$ cat src/rtl/psr_ctrl_pkg.sv
package psr_ctrl_pkg;
  localparam int CTRL_W = 8;
  localparam int MODE_W = 5;
  localparam int BIT_I  = 7;
  localparam int BIT_F  = 6;
  localparam int BIT_T  = 5;

  typedef logic [MODE_W-1:0] mode_t;
  typedef logic [CTRL_W-1:0] ctrl_t;

  localparam mode_t MODE_USR = 5'b10000;
  localparam mode_t MODE_FIQ = 5'b10001;
  localparam mode_t MODE_IRQ = 5'b10010;
  localparam mode_t MODE_SVC = 5'b10011;
  localparam mode_t MODE_MON = 5'b10110;
  localparam mode_t MODE_ABT = 5'b10111;
  localparam mode_t MODE_UND = 5'b11011;
  localparam mode_t MODE_SYS = 5'b11111;

  localparam ctrl_t CTRL_RST = {1'b1, 1'b1, 1'b0, MODE_SVC};
endpackage

$ cat src/rtl/psr_mode_check.sv
module psr_mode_check
  import psr_ctrl_pkg::*;
(
  input  mode_t mode_i,
  output logic  legal_o
);
  always_comb begin
    unique case (mode_i)
      MODE_USR, MODE_FIQ, MODE_IRQ, MODE_SVC,
      MODE_MON, MODE_ABT, MODE_UND, MODE_SYS: legal_o = 1'b1;
      default:                                legal_o = 1'b0;
    endcase
  end
endmodule

$ cat src/rtl/psr_live_reg.sv
module psr_live_reg
  import psr_ctrl_pkg::*;
(
  input  logic  clk_i,
  input  logic  rst_ni,
  input  logic  exc_fire_i,
  input  mode_t exc_mode_i,
  input  logic  sw_fire_i,
  input  ctrl_t wr_mask_i,
  input  ctrl_t wr_data_i,
  input  logic  f_wr_ok_i,
  output ctrl_t ctrl_o
);
  ctrl_t ctrl_q, ctrl_d, merged;
  logic  cand_legal;

  assign merged = (ctrl_q & ~wr_mask_i) | (wr_data_i & wr_mask_i);

  psr_mode_check u_cand_chk (
    .mode_i (merged[MODE_W-1:0]),
    .legal_o(cand_legal)
  );

  always_comb begin
    ctrl_d = ctrl_q;
    if (exc_fire_i) begin
      ctrl_d[MODE_W-1:0] = exc_mode_i;
      ctrl_d[BIT_I]      = 1'b1;
      if (exc_mode_i == MODE_FIQ) ctrl_d[BIT_F] = 1'b1;
    end else if (sw_fire_i) begin
      ctrl_d[BIT_I] = merged[BIT_I];
      if (f_wr_ok_i) ctrl_d[BIT_F] = merged[BIT_F];
      if (cand_legal) ctrl_d[MODE_W-1:0] = merged[MODE_W-1:0];
      // state bit deliberately untouched by software
    end
  end

  always_ff @(posedge clk_i or negedge rst_ni) begin
    if (!rst_ni) ctrl_q <= CTRL_RST;
    else         ctrl_q <= ctrl_d;
  end

  assign ctrl_o = ctrl_q;

  a_r5_t_sw_stable: assert property (@(posedge clk_i) disable iff (!rst_ni)
    !exc_fire_i |=> $stable(ctrl_q[BIT_T]));

  a_r6_live_f_drop: assert property (@(posedge clk_i) disable iff (!rst_ni)
    (sw_fire_i && !f_wr_ok_i && !exc_fire_i) |=> $stable(ctrl_q[BIT_F]));

  a_r8_exc_i_set: assert property (@(posedge clk_i) disable iff (!rst_ni)
    exc_fire_i |=> (ctrl_q[BIT_I] && ctrl_q[MODE_W-1:0] == $past(exc_mode_i)));

  a_r7_mode_legal: assert property (@(posedge clk_i) disable iff (!rst_ni)
    (sw_fire_i && !exc_fire_i && !cand_legal) |=> $stable(ctrl_q[MODE_W-1:0]));
endmodule

$ cat src/rtl/psr_saved_reg.sv
module psr_saved_reg
  import psr_ctrl_pkg::*;
(
  input  logic  clk_i,
  input  logic  rst_ni,
  input  logic  exc_fire_i,
  input  ctrl_t live_i,
  input  logic  sw_fire_i,
  input  ctrl_t wr_mask_i,
  input  ctrl_t wr_data_i,
  output ctrl_t saved_o
);
  ctrl_t saved_q;

  always_ff @(posedge clk_i or negedge rst_ni) begin
    if (!rst_ni)        saved_q <= CTRL_RST;
    else if (exc_fire_i) saved_q <= live_i;
    else if (sw_fire_i)  saved_q <= (saved_q & ~wr_mask_i) | (wr_data_i & wr_mask_i);
  end

  assign saved_o = saved_q;

  a_r8_saved_copy: assert property (@(posedge clk_i) disable iff (!rst_ni)
    exc_fire_i |=> saved_q == $past(live_i));
endmodule

$ cat src/rtl/psr_int_gate.sv
module psr_int_gate (
  input  logic clk_i,
  input  logic rst_ni,
  input  logic i_dis_i,
  input  logic f_dis_i,
  input  logic secure_i,
  input  logic fw_i,
  input  logic irq_req_i,
  input  logic fiq_req_i,
  output logic irq_o,
  output logic fiq_o
);
  logic fiq_maskable;

  assign fiq_maskable = secure_i | fw_i;
  assign irq_o        = irq_req_i & ~i_dis_i;
  assign fiq_o        = fiq_req_i & ~(f_dis_i & fiq_maskable);

  a_r3_fiq_unmaskable: assert property (@(posedge clk_i) disable iff (!rst_ni)
    (fiq_req_i && !secure_i && !fw_i) |-> fiq_o);

  a_r2_irq_blocked: assert property (@(posedge clk_i) disable iff (!rst_ni)
    i_dis_i |-> !irq_o);
endmodule

$ cat src/rtl/psr_ctrl_unit.sv
module psr_ctrl_unit
  import psr_ctrl_pkg::*;
(
  input  logic       clk_i,
  input  logic       rst_ni,
  input  logic       wr_en_i,
  input  logic       wr_saved_i,
  input  logic [7:0] wr_mask_i,
  input  logic [7:0] wr_data_i,
  input  logic       secure_i,
  input  logic       fw_i,
  input  logic       exc_en_i,
  input  logic [4:0] exc_mode_i,
  input  logic       irq_req_i,
  input  logic       fiq_req_i,
  output logic [7:0] ctrl_o,
  output logic [7:0] saved_o,
  output logic [4:0] mode_o,
  output logic       t_o,
  output logic       irq_o,
  output logic       fiq_o
);
  ctrl_t live, saved;
  logic  exc_legal, exc_fire, priv, sw_fire;

  psr_mode_check u_exc_chk (
    .mode_i (exc_mode_i),
    .legal_o(exc_legal)
  );

  assign exc_fire = exc_en_i & exc_legal;
  assign priv     = live[MODE_W-1:0] != MODE_USR;
  assign sw_fire  = wr_en_i & priv & ~exc_fire;

  psr_live_reg u_live (
    .clk_i     (clk_i),
    .rst_ni    (rst_ni),
    .exc_fire_i(exc_fire),
    .exc_mode_i(exc_mode_i),
    .sw_fire_i (sw_fire & ~wr_saved_i),
    .wr_mask_i (wr_mask_i),
    .wr_data_i (wr_data_i),
    .f_wr_ok_i (secure_i | fw_i),
    .ctrl_o    (live)
  );

  psr_saved_reg u_saved (
    .clk_i     (clk_i),
    .rst_ni    (rst_ni),
    .exc_fire_i(exc_fire),
    .live_i    (live),
    .sw_fire_i (sw_fire & wr_saved_i),
    .wr_mask_i (wr_mask_i),
    .wr_data_i (wr_data_i),
    .saved_o   (saved)
  );

  psr_int_gate u_gate (
    .clk_i    (clk_i),
    .rst_ni   (rst_ni),
    .i_dis_i  (live[BIT_I]),
    .f_dis_i  (live[BIT_F]),
    .secure_i (secure_i),
    .fw_i     (fw_i),
    .irq_req_i(irq_req_i),
    .fiq_req_i(fiq_req_i),
    .irq_o    (irq_o),
    .fiq_o    (fiq_o)
  );

  assign ctrl_o  = live;
  assign saved_o = saved;
  assign mode_o  = live[MODE_W-1:0];
  assign t_o     = live[BIT_T];

  a_r4_user_no_write: assert property (@(posedge clk_i) disable iff (!rst_ni)
    (mode_o == MODE_USR && !exc_en_i) |=> (ctrl_o == $past(ctrl_o) && saved_o == $past(saved_o)));

  a_r9_bad_exc_ignored: assert property (@(posedge clk_i) disable iff (!rst_ni)
    (exc_en_i && !exc_legal && !wr_en_i) |=> ($stable(ctrl_o) && $stable(saved_o)));
endmodule

$ cat config.mk
export PLATFORM = sky130hd
export DESIGN_NAME = psr_ctrl_unit
export DESIGN_NICKNAME = d
export VERILOG_FILES = /design/src/rtl/psr_ctrl_pkg.sv /design/src/rtl/psr_mode_check.sv /design/src/rtl/psr_live_reg.sv /design/src/rtl/psr_saved_reg.sv /design/src/rtl/psr_int_gate.sv /design/src/rtl/psr_ctrl_unit.sv
export SDC_FILE = /design/constraint.sdc
export NUM_CORES = 1
export LEC_CHECK = 0
export BUFFER_PORTS_ARGS = -buffer_cell sky130_fd_sc_hd__buf_2
export CAP_MARGIN = 10
export CORE_ASPECT_RATIO = 0.6
export CORE_MARGIN = 2
export CORE_UTILIZATION = 42
export CTS_BUF_LIST = sky130_fd_sc_hd__clkbuf_2
export DETAILED_ROUTE_END_ITERATION = 16
export GPL_ROUTABILITY_DRIVEN = 1
export GPL_TIMING_DRIVEN = 0
export PLACE_DENSITY = 0.9
export SLEW_MARGIN = 10
export SYNTH_ARGS = -nofsm -noshare
export SYNTH_HDL_FRONTEND = slang
export SYNTH_SLANG_ARGS = --single-unit
$ cat constraint.sdc
create_clock -name clk_i -period 1.5 [get_ports clk_i]
set_input_delay 0.075 -clock clk_i [delete_from_list [all_inputs] [get_ports clk_i]]
set_output_delay 0.075 -clock clk_i [all_outputs]
set_load 0.02 [all_outputs]
* Yosys cells after proc, flatten, opt, wreduce, memory -nomap -nowiden *
Memories as Yosys holds them, arrays and structs flattened.
Index checks and enable logic that the tools add are counted.

cells by class
  reduce and logical (&&, ||, !) cells = 6
  equality and inequality tests = 3
  bitwise operators = 19
  muxes and demuxes = 9

operators with widths
  operator                                                         number
  8-bit bitwise AND                                                3
  8-bit two-way mux                                                2
  8-bit OR                                                         2
  5-bit two-way mux                                                3
  1-bit bitwise AND                                                8
  8-bit inverter                                                   1
  2-bit nonzero test                                               4
  5-bit == test, second input constant                             1
  5-bit != test, second input constant                             1
  2-bit two-way mux                                                2
  1-bit inverter                                                   4
  3-bit AND reduction                                              1
  1-bit two-way mux                                                2
  2-bit by 1-bit != test with 1-bit output, second input constant  1
  2-bit AND reduction                                              1
  1-bit OR                                                         1

word-level totals
  flip-flop bits (word level) = 15
  input bits = 30
  memories = 2
  ROM bits = 64
  output and inout port bits = 24
  logic and storage cells = 43

memory list
  memory            depth  width  read ports  clocked after memory_dff  wr ports  line                 RTL
  (name not given)  32     1      1           0                         0         psr_mode_check.sv:8  unique case (mode_i)
  (name not given)  32     1      1           0                         0         psr_mode_check.sv:8

* Longest topological paths before layout *
An unclocked memory read counts as a cell.

  word-level depth = 7
  gate-level depth with buffers = 6
  gate-level depth less buffers = 5

* By module *
From an unflattened synthesis, not the netlist that was laid out.

unflattened totals
  cell total of the unflattened synthesis = 104
  area, all modules = 1032.2 um2

modules (own cells, without submodules)
  module          sequential area each (um2)  cells each  times used  area an instance (um2)
  psr_saved_reg   206.4                       42          1           460.4
  psr_live_reg    181.4                       37          1           404.1
  psr_ctrl_unit   0.0                         14          1           105.1
  psr_mode_check  0.0                         4           2           22.5
  psr_int_gate    0.0                         3           1           17.5

* Worst setup path before layout *
No wires, ideal clock.

  path kind = register to register
  start = register u_live.ctrl_q[3], in the netlist u_live.ctrl_o[3]
  end = register u_live.ctrl_q[3], in the netlist u_live.ctrl_o[3]
  library setup time = 128 ps
  slack = -191 ps
  period minus slack after synthesis = 1691 ps
  buffers on the path = 1
  required time = 1372 ps
  data arrival time = 1563 ps
  cell stages (with the launch flop) = 6
  path through = dfrtp_1 nor4_4 a21oi_2 and3_1 buf_6 o311a_2

between the ends
  longest elaborated chain between the ends = 6
  elaborated cells on any way between the ends = 13
  classes of those cells = eq/ne: 1; mux: 3; bitwise: 5; reduce/logical: 3; memory: 1

RTL lines
  item                                                                            line                RTL
  start, declared                                                                 psr_live_reg.sv:14  ctrl_t ctrl_q, ctrl_d, merged;
  start signal, assigned                                                          psr_live_reg.sv:40  else ctrl_q <= ctrl_d;
  parallel branches: the longest is 6 deep, another holds memory read 32 x 1 bit  --

Parallel ways; which one is timed is not known. The select of a mux whose other input is x is not followed.
A chain may end at the register's enable or synchronous reset.

==> results_dict.tcl <==
set metrics [dict create \
    finalSetupViolCount 14 \
    avgSynthCellArea_um2 9.655 \
    fin_total_pwr_mw 1.785 \
    root_buffer "clkbuf_2" \
    final_nets 204 \
    ys_types 34 \
    io_buffers 51 \
    syn_inst 106 \
    grt_usage 0.2439 \
    ant_nets 0 \
    async_flop_share 1.000 \
    post-synth-top-area-cell "dfstp_2" \
    num_vias 1095 \
    cts.sinks 15 \
    antenna_found_initial 0 \
    endpoint_kind "flip-flop" \
    status "finished with violations" \
    fin_ws_ps -134.9 \
    grt_pass1_wl_um 5264 \
    n_antenna_cell 0 \
    numCtsBuffers 3 \
    avgViaCountPerCell 5.394 \
    gp_congestion 0.8432 \
    clk_pin_slew_ps 160 \
    synthSimpleGateAreaFrac 0.1748 \
    final_util 0.6844 \
    drt_iter0_markers 36 \
    routedWlPerCell_um 15.86 \
    synth_xor_area_frac 0 \
    wl_um 3219 \
    instances_no_fill 203 \
    die_area_um2 2861 \
    violations "setup timing" \
    dpl-instance-area_um2 1343 \
    max_freq_ghz 0.6117 \
    p_per_area_nw_per_um2 1170 \
    synth.most_common_cell "nand2_1" \
    core_um2 2228 \
    final.min_clock_period_ps 1635 \
    cts_tree "yes" \
    num_rows 13 \
    first_global_vias 1090 \
    h-tree-depth 1 \
    hold_path.class "in2reg" \
    final_area_um2 1525 \
    synth_area_um2 1023 \
    pin_count 54 \
    hpwl_um 2288 \
    drive_gt1_frac 0.6127 \
    drc 0 \
    skew_ps 13.82 \
    drv_cap 0 \
    critPathMaxFanout 8 \
    grt_remaining_overflow 0 \
    clk_latency_ps 300 \
    path_class "reg2reg" \
    slew_viol_final 0 \
    cts.path.max_buffers 2 \
    synth_top_cell_area_share 0.2567 \
    p_leak_nw 0.7548 \
    die_x_um 67.73 \
    start_util 0.4593 \
    rsz0062_at_grt "true" \
    ys.flop_type "dfstp_2" \
    synth_mux_area_frac 0.1406 \
    ys_ff_latch 15 \
    synthTopCellsByArea "dfstp_2 (26%), dfrtp_1 (12%), mux2i_1 (11%)" \
    seq_area_frac_synth 0.3790 \
    final.period_utilization 1.090 \
    syn2layout_area_growth_pct 49.02 \
    crit_buf_inv 1 \
    final_hold_viol_count 0 \
    synth_commonest_cells "nand2_1 (14), mux2i_1 (11), o21ai_0 (11)" \
    grt_max_degree 16 \
    synth-compound-area-share 0.2127 \
    dp_slack_ps -454.6 \
    crit_required_ps 1720 \
    ys_warn_count 0 \
    cp.arrival_ps 1860 \
    crit_family "flip-flops" \
    max_stage_delay_ps 610 \
    dpl.cell_count 188 \
    firstDrtPassIters 4 \
    synth_adder_area_share 0 \
    critPathSlowestCell "dfstp_2" \
    start_kind "flip-flop" \
    irDropWorstVdd_mv 0.6538 \
    synth_edf_count 0 \
    die_h_um 42.24 \
    path_cells "nor4_4 -> buf_4 -> a21oi_4 -> o211ai_1 -> mux2i_1 -> o21ai_1" \
    synth_top_family_by_area "compound AO/OA/AOI/OAI gates" \
]
## worst register-to-register path: stages (launching register included)
cell,delay [ps]
dfstp_2,610
nor4_4,60
buf_4,140
a21oi_4,290
o211ai_1,170
mux2i_1,150
o21ai_1,140
## layout make-up
cell class	count	area (um2)
well taps	30	37.54
fillers	168	703.2
flip-flops and latches	15	390.4
plain buffers	12	87.58
inverters	1	3.754
multi-input cells	79	634.4
repair buffers	62	351.6
clock buffers	4	20.02
## final timing paths
check	slack, ps	endpoint	from	cells past startpoint
worst max-delay path	-130	flip-flop	u_live.ctrl_o[1]$_DFFE_PN1P_	6
worst min-delay path	20	u_saved.saved_o[5]$_DFFE_PN0P_	wr_data_i[5]	3
worst max register to register	-130	flip-flop	u_live.ctrl_o[1]$_DFFE_PN1P_	6
worst min register to register	500	flip-flop	u_live.ctrl_o[7]$_DFFE_PN1P_	2
max in group asynchronous	990	u_live.ctrl_o[0]$_DFFE_PN1P_	rst_ni	2
min in group asynchronous	190	u_live.ctrl_o[3]$_DFFE_PN0P_	rst_ni	2
## report_power, final
group          switching, mW  internal [mW]  total (mW)
clock                  0.135         0.0707       0.206
combinational          0.487          0.431       0.918
sequential            0.0964          0.565       0.662
total                  0.718           1.07        1.79
## cells by family after synthesis
| group | Yosys count |
|---|---|
| simple gates | 32 |
| compound gates | 31 |
| flops | 15 |
| mux | 14 |
| buf+inv | 13 |
| other cells | 1 |
## placed cells by master (no fill, tap or decap), types with 3 or more instances in the layout
cell | Yosys | routed
o21ai_1 | 0 | 7
nand2_1 | 14 | 12
buf_2 | 1 | 52
nor2_1 | 5 | 5
buf_6 | 1 | 4
buf_4 | 9 | 16
dfrtp_1 | 5 | 3
o21ai_0 | 11 | 4
mux2i_1 | 11 | 10
a21oi_2 | 2 | 3
o211ai_1 | 7 | 7
clkbuf_2 | 0 | 4
dfstp_2 | 10 | 10
## metrics by stage
stage	TNS (ps)	hold slack, ps
global route	-2511	11.22
CTS	-1052	11.50
floorplan	-993.8	-220.6
detailed placement	-4198	0.2167
finish	-1425	22.85
global placement	-3186	-4.524
## layer usage
layer  GRT usage  vias to the layer above  part of all wire
li1            -                      520                 -
met1      0.3183                      523              0.45
met2      0.4137                       52              0.46
met3     0.07527                        0             0.084
met4     0.01224                        0                 0
met5           0                        -                 0
## repair_timing
item,4_1_cts,5_1_grt
pin swaps,12,6
endpoints found under the setup margin,14,15
endpoints found under the hold margin,15,0
setup buffers,9,0
hold buffers,1,0
cloned,1,0
resized for setup,14,10
(Power assumes the default switching activity.)
